`src/rtl/irq_agg_pkg.sv`:
```
package irq_agg_pkg;

    // Register byte offsets; software depends on these positions.
    localparam int unsigned OFF_STATUS = 'h00;
    localparam int unsigned OFF_ENABLE = 'h04;
    localparam int unsigned OFF_SET    = 'h08;
    localparam int unsigned OFF_CLEAR  = 'h0C;
    localparam int unsigned OFF_POL    = 'h10;
    localparam int unsigned OFF_EDGE   = 'h14;

    // {edge-select, polarity}
    typedef enum logic [1:0] {
        TRIG_LVL_LOW   = 2'b00,
        TRIG_LVL_HIGH  = 2'b01,
        TRIG_EDGE_FALL = 2'b10,
        TRIG_EDGE_RISE = 2'b11
    } trig_mode_e;

    // One-hot register write decode
    typedef struct packed {
        logic en;
        logic set;
        logic clr;
        logic pol;
        logic edg;
    } wsel_t;

    function automatic trig_mode_e mode_of(logic edge_b, logic pol_b);
        return trig_mode_e'({edge_b, pol_b});
    endfunction

    function automatic logic line_hit(trig_mode_e m, logic cur, logic prev);
        logic h;
        case (m)
            TRIG_LVL_LOW:   h = ~cur;
            TRIG_LVL_HIGH:  h = cur;
            TRIG_EDGE_FALL: h = prev & ~cur;
            default:        h = cur & ~prev;
        endcase
        return h;
    endfunction

endpackage

```
`src/rtl/irq_sync.sv`:
```
module irq_sync #(
    parameter int unsigned W      = 32,
    parameter int unsigned STAGES = 2
) (
    input  logic         clk,
    input  logic         rst,
    input  logic [W-1:0] d,
    output logic [W-1:0] q
);
    logic [W-1:0] chain [STAGES];

    genvar s;
    generate
        for (s = 0; s < STAGES; s++) begin : g_stage
            always_ff @(posedge clk) begin
                if (rst)        chain[s] <= '0;
                else if (s == 0) chain[s] <= d;
                else            chain[s] <= chain[(s == 0) ? 0 : s-1];
            end
        end
    endgenerate

    assign q = chain[STAGES-1];
endmodule

```
`src/rtl/irq_trig.sv`:
```
module irq_trig
    import irq_agg_pkg::*;
#(
    parameter int unsigned N = 32
) (
    input  logic         clk,
    input  logic         rst,
    input  logic [N-1:0] smp,
    input  logic [N-1:0] edge_cfg,
    input  logic [N-1:0] pol_cfg,
    output logic [N-1:0] hit,
    output logic [N-1:0] lvl_act
);
    logic [N-1:0] prev_q;

    always_ff @(posedge clk) begin
        if (rst) prev_q <= '0;
        else     prev_q <= smp;
    end

    genvar i;
    generate
        for (i = 0; i < N; i++) begin : g_line
            assign hit[i]     = line_hit(mode_of(edge_cfg[i], pol_cfg[i]), smp[i], prev_q[i]);
            assign lvl_act[i] = pol_cfg[i] ? smp[i] : ~smp[i];
        end
    endgenerate
endmodule

```
`src/rtl/irq_regs.sv`:
```
module irq_regs
    import irq_agg_pkg::*;
#(
    parameter int unsigned N      = 32,
    parameter int unsigned ADDR_W = 8
) (
    input  logic              clk,
    input  logic              rst,
    input  logic [ADDR_W-1:0] addr,
    input  logic [N-1:0]      wdata,
    input  logic              wr,
    input  logic              rd,
    input  logic [N-1:0]      hit,
    output logic [N-1:0]      rdata,
    output logic [N-1:0]      status_q,
    output logic [N-1:0]      en_q,
    output logic [N-1:0]      pol_q,
    output logic [N-1:0]      edge_q
);
    wsel_t        ws;
    logic [N-1:0] set_v, clr_v, st_nxt;

    always_comb begin
        ws = '0;
        if (wr) begin
            case (addr)
                ADDR_W'(OFF_ENABLE): ws.en  = 1'b1;
                ADDR_W'(OFF_SET):    ws.set = 1'b1;
                ADDR_W'(OFF_CLEAR):  ws.clr = 1'b1;
                ADDR_W'(OFF_POL):    ws.pol = 1'b1;
                ADDR_W'(OFF_EDGE):   ws.edg = 1'b1;
                default: ;
            endcase
        end
    end

    assign set_v = ws.set ? wdata : '0;
    assign clr_v = ws.clr ? wdata : '0;

    always_ff @(posedge clk) begin
        if (rst) begin
            en_q   <= '0;
            pol_q  <= '1;
            edge_q <= '0;
        end else begin
            if (ws.en)  en_q   <= wdata;
            if (ws.pol) pol_q  <= wdata;
            if (ws.edg) edge_q <= wdata;
        end
    end

    // Detection outranks clear; clear outranks set.
    genvar i;
    generate
        for (i = 0; i < N; i++) begin : g_stat
            assign st_nxt[i] = edge_q[i]
                ? (hit[i] | ((status_q[i] | set_v[i]) & ~clr_v[i]))
                : (hit[i] | (set_v[i] & ~clr_v[i]));
        end
    endgenerate

    always_ff @(posedge clk) begin
        if (rst) status_q <= '0;
        else     status_q <= st_nxt;
    end

    always_comb begin
        rdata = '0;
        if (rd) begin
            case (addr)
                ADDR_W'(OFF_STATUS): rdata = status_q;
                ADDR_W'(OFF_ENABLE): rdata = en_q;
                ADDR_W'(OFF_POL):    rdata = pol_q;
                ADDR_W'(OFF_EDGE):   rdata = edge_q;
                default:             rdata = '0;
            endcase
        end
    end
endmodule

```
`src/rtl/irq_agg_ctrl.sv`:
```
module irq_agg_ctrl #(
    parameter int unsigned NSRC   = 32,
    parameter int unsigned ADDR_W = 8
) (
    input  logic              clk,
    input  logic              rst,
    input  logic [ADDR_W-1:0] bus_addr,
    input  logic [NSRC-1:0]   bus_wdata,
    input  logic              bus_wr,
    input  logic              bus_rd,
    output logic [NSRC-1:0]   bus_rdata,
    input  logic [NSRC-1:0]   irq_src,
    output logic              irq_parent
);
    localparam int unsigned SYNC_STAGES = 2;

    logic [NSRC-1:0] smp, hit, lvl_act;
    logic [NSRC-1:0] status_q, en_q, pol_q, edge_q;

    irq_sync #(.W(NSRC), .STAGES(SYNC_STAGES)) u_sync (
        .clk (clk),
        .rst (rst),
        .d   (irq_src),
        .q   (smp)
    );

    irq_trig #(.N(NSRC)) u_trig (
        .clk      (clk),
        .rst      (rst),
        .smp      (smp),
        .edge_cfg (edge_q),
        .pol_cfg  (pol_q),
        .hit      (hit),
        .lvl_act  (lvl_act)
    );

    irq_regs #(.N(NSRC), .ADDR_W(ADDR_W)) u_regs (
        .clk      (clk),
        .rst      (rst),
        .addr     (bus_addr),
        .wdata    (bus_wdata),
        .wr       (bus_wr),
        .rd       (bus_rd),
        .hit      (hit),
        .rdata    (bus_rdata),
        .status_q (status_q),
        .en_q     (en_q),
        .pol_q    (pol_q),
        .edge_q   (edge_q)
    );

    assign irq_parent = |(status_q & en_q);
endmodule

```
`config.mk`:
```
export PLATFORM = sky130hd
export DESIGN_NAME = irq_agg_ctrl
export DESIGN_NICKNAME = d
export VERILOG_FILES = /design/src/rtl/irq_agg_pkg.sv /design/src/rtl/irq_sync.sv /design/src/rtl/irq_trig.sv /design/src/rtl/irq_regs.sv /design/src/rtl/irq_agg_ctrl.sv
export SDC_FILE = /design/constraint.sdc
export NUM_CORES = 1
export LEC_CHECK = 0
export BUFFER_PORTS_ARGS = -buffer_cell sky130_fd_sc_hd__buf_2
export CAP_MARGIN = 20
export CORE_ASPECT_RATIO = 0.9
export CORE_MARGIN = 3
export CORE_UTILIZATION = 40
export DETAILED_ROUTE_END_ITERATION = 8
export GPL_TIMING_DRIVEN = 0
export PLACE_DENSITY = 0.59
export RECOVER_POWER = 50
export SLEW_MARGIN = 10
export SYNTH_ARGS = -nofsm -noshare
export SYNTH_HDL_FRONTEND = slang
export SYNTH_SLANG_ARGS = --single-unit
export TNS_END_PERCENT = 1
```
`constraint.sdc`:
```
create_clock -name clk -period 2.11 [get_ports clk]
set_input_delay 0.3165 -clock clk [delete_from_list [all_inputs] [get_ports clk]]
set_output_delay 0.3165 -clock clk [all_outputs]
set_load 0.005 [all_outputs]
```
==> summary.md <==
| Metric | Value |
|---|---|
| VDD IR max | 0.000693 V |
| GRT Util Overall | 0.234 |
| # diodes | 0 |
| Slew HR | 0.445 |
| WP data required | 1.79 ns |
| Vias | roughly 9000 |
| TritonCTS buffer count | 24 |
| Worst Skew | between 0.009 and 0.01 ns |
| Tcrit/Tclk final | 1.05 |
| Final GP Congestion | around 0.91 |
| R2r endpoint | u_regs.status_q[31] |
| Crit Path Max Fanout | 3 |
| Largest net degree at the start of global routing | 15 |
| Power density cells | roughly 780 nW/um2 |
| Dpl cells | 1550 |
| FP Rows | 55 |
| RSZ-0062 raised after global routing | yes |
| Setup TNS | -0.133 ns |
| Final worst setup slack | -0.0969 ns |
| Reg-to-reg setup timing slack | 1.10 ns |
| Post-synth cell types | 35 |
| Post-synth top area share | 0.428 |
| Root buffer cell | clkbuf_16 |
| Fin area | 12600 um2 |
| Total power draw | between 9 and 10 mW |
| Synthesized cell area | between 10000 and 15000 um2 |
| Ranking of synthesized cells by area | dfxtp_1 (43%), mux2i_1 (6.1%), nor2b_1 (5.8%), nand4b_1 (5.4%), nand2b_1 (3.9%) |
| Clk pin slew, worst setup/hold paths | ~0.06 ns |
| Final WL | 33500 um |
| CP endpoint kind | output pin |
| Max-slew violations | 0 |
| Longest Clk Path Bufs | 3 |
| Synth warn | 0 |
| Die width | 177 um |
| First-pass GRT wire length | 52200 um |
| FF-to-FF Start | u_regs.edge_q[31] |
| Die extent in y | 159 um |
| WHS | 0.00646 ns |
| Antenna violations before repair | 0 |
| Placed instance area | 11400 um2 |
| Failing checks | negative setup slack |
| Worst EP arrival | 1.89 ns |
| Setup crit start kind | flop |
| Hold path depth | 2 |
| Final hold violations | 0 |
| P_leak | 4.39 nW |
| Initial DRC Count | 824 |
| Post-synthesis net count | 1178 |
| Post-DP HPWL | between 20000 and 25000 um |
| Wire per inst | 20.8 um |
| Status | finished with violations |
| Boundary Pins | 109 |
| Critical path type | flop to output pin |
| Gr ovfl total | 0 |
| Final non-filler cell total | approximately 1600 |
| Tmin final | 2.21 ns |
| Mean Syn Cell Area | around 9.5 um2 |
| Clock latency on the worst-skew pair | 0.52 ns |
| Crit. Startpoint | u_regs.status_q[30] |
| 1st-pass router iterations | 5 |
| Max Freq | 453 MHz |
| Hold WC Path Type | input pin to flop |
| Final ANT Viol Nets | 0 |
| # setup viols final | 2 |
| Worst Hold Endpoint | u_sync.chain[0][31] |
| DR vias/cell | 5.61 |
| Die Area | 28200 um2 |
| Initial Utilization | 0.411 |
| Count of port buffers added during placement | 105 |
| Tightest Pin Transition | slightly above 0.8 ns |
| Seq/Total Area, Yosys | 0.428 |
| Share of cells above drive strength 1 | 0.235 |
| Post-synthesis cell count | 1102 |
| Number of global-route vias before repair | 8843 |
| DRC viols | 0 |
| Max-Cap Viols | 0 |
| Core area | 25500 um2 |
| Area delta synth->final | 20.8% |
| Area leader, netlist | dfxtp_1 |
| Hold Path Origin | irq_src[31] |
| CTS tree | built |
| H-tree levels | 1 |
| CTS sink count | roughly 220 |
| R2R depth | 3 |
| # nets final | between 1000 and 1500 |
| Seq cells post-synth | 224 |
-- cell families after synthesis --
group	after synthesis	share of synthesized area
mux	96	0.0956
simple gates	372	0.218
compound gates	241	0.161
xor+xnor	62	0.0519
flops	224	0.428
buf+inv	107	0.0443
-- state kept, by name, summed over array words and instances (netlist names) --
register,cells
u_sync.chain,64
u_regs.edge_q,32
u_regs.en_q,32
u_regs.pol_q,32
u_regs.status_q,32
u_trig.prev_q,32
-- worst max-delay path by stage --
stage	endpoint	slack [ns]	cells after the start
after detailed placement	bus_rdata[19]	-0.48	7
final	irq_parent	-0.1	4
after floorplan	bus_rdata[10]	0.32	6
after CTS	irq_parent	-0.09	4
after global routing	irq_parent	-0.16	4
after global placement	bus_rdata[19]	-1.0	6
-- worst max-delay path, cell delays in order, from the launching register on --
cell and delay [ns]:
dfxtp_2 0.34, a22oi_2 0.19, nand4_1 0.14, or4_4 0.57, buf_6 0.14
-- cells in the mapped netlist --
library cell	instances
nor3_2	1
nor4b_4	1
buf_2	11
nand4_1	36
nand3_1	1
nor4_4	1
clkbuf_1	77
or3_1	2
dfxtp_1	224
a21boi_0	1
a31oi_1	32
inv_1	1
a31o_2	32
or4_1	1
o41ai_1	32
a21oi_1	64
and4bb_2	1
nand4b_1	64
buf_1	8
xnor2_1	31
nor3_1	1
xor2_1	31
nand2_1	33
and2_1	1
and4b_1	1
and3_1	1
mux2i_1	64
buf_4	7
nand2b_1	65
a21o_1	31
a22oi_1	49
buf_6	3
mux2_2	32
nor2_1	65
nor2b_1	97
-- layout by cell type (no fill, tap or decap), types with 40 or more instances in the layout --
| cell type | synthesis | final |
|---|---|---|
| dfxtp_1 | 224 | 197 |
| buf_2 | 11 | 110 |
| nor2b_1 | 97 | 97 |
| clkbuf_1 | 77 | 73 |
| nand2b_1 | 65 | 65 |
| nor2_1 | 65 | 65 |
| nand4b_1 | 64 | 64 |
| mux2i_1 | 64 | 64 |
| a21oi_1 | 64 | 56 |
| a22oi_1 | 49 | 40 |
-- what timing repair did --
| item | 4_1_cts | 5_1_grt |
|---|---|---|
| pin swaps | 9 | 7 |
| endpoints found under the hold margin | 13 | 0 |
| hold buffers | 13 | 0 |
| gates cloned | 0 | 0 |
| setup buffers | 5 | 1 |
| setup endpoints to repair | 33 | 33 |
| gates resized for setup | 61 | 18 |
-- stage by stage --
stage / worst slack (ns) / util
detailed placement: -0.476 / 0.449
CTS: -0.0926 / 0.496
global placement: -0.996 / 0.449
finish: -0.0969 / 0.497
floorplan: 0.322 / -
global route: -0.159 / 0.497
-- where the power goes --
group	internal, mW	switching [mW]
clock network	2.89	1.77
registers	4.32	0.0571
logic	0.296	0.463
total	7.51	2.29
-- layout make-up --
class	instances	area (um2)
Clock inverter	9	145
Fill cell	2424	12800
Inverter	1	3.75
Buffer	106	485
Tap cell	342	428
Clock buffer	35	733
Sequential cell	224	4520
Multi-Input combinational cell	771	5610
Timing Repair Buffer	125	713
-- routing by layer --
layer / global-route usage / routed length [um] / vias to the layer above
met5: 0 / 0 / -
met4: 0.0718 / 938 / 0
met3: 0.0370 / 2250 / 69
met2: 0.357 / 14700 / 366
met1: 0.339 / 15700 / 4311
li1: - / - / 4295
(Power assumes the default switching activity.)
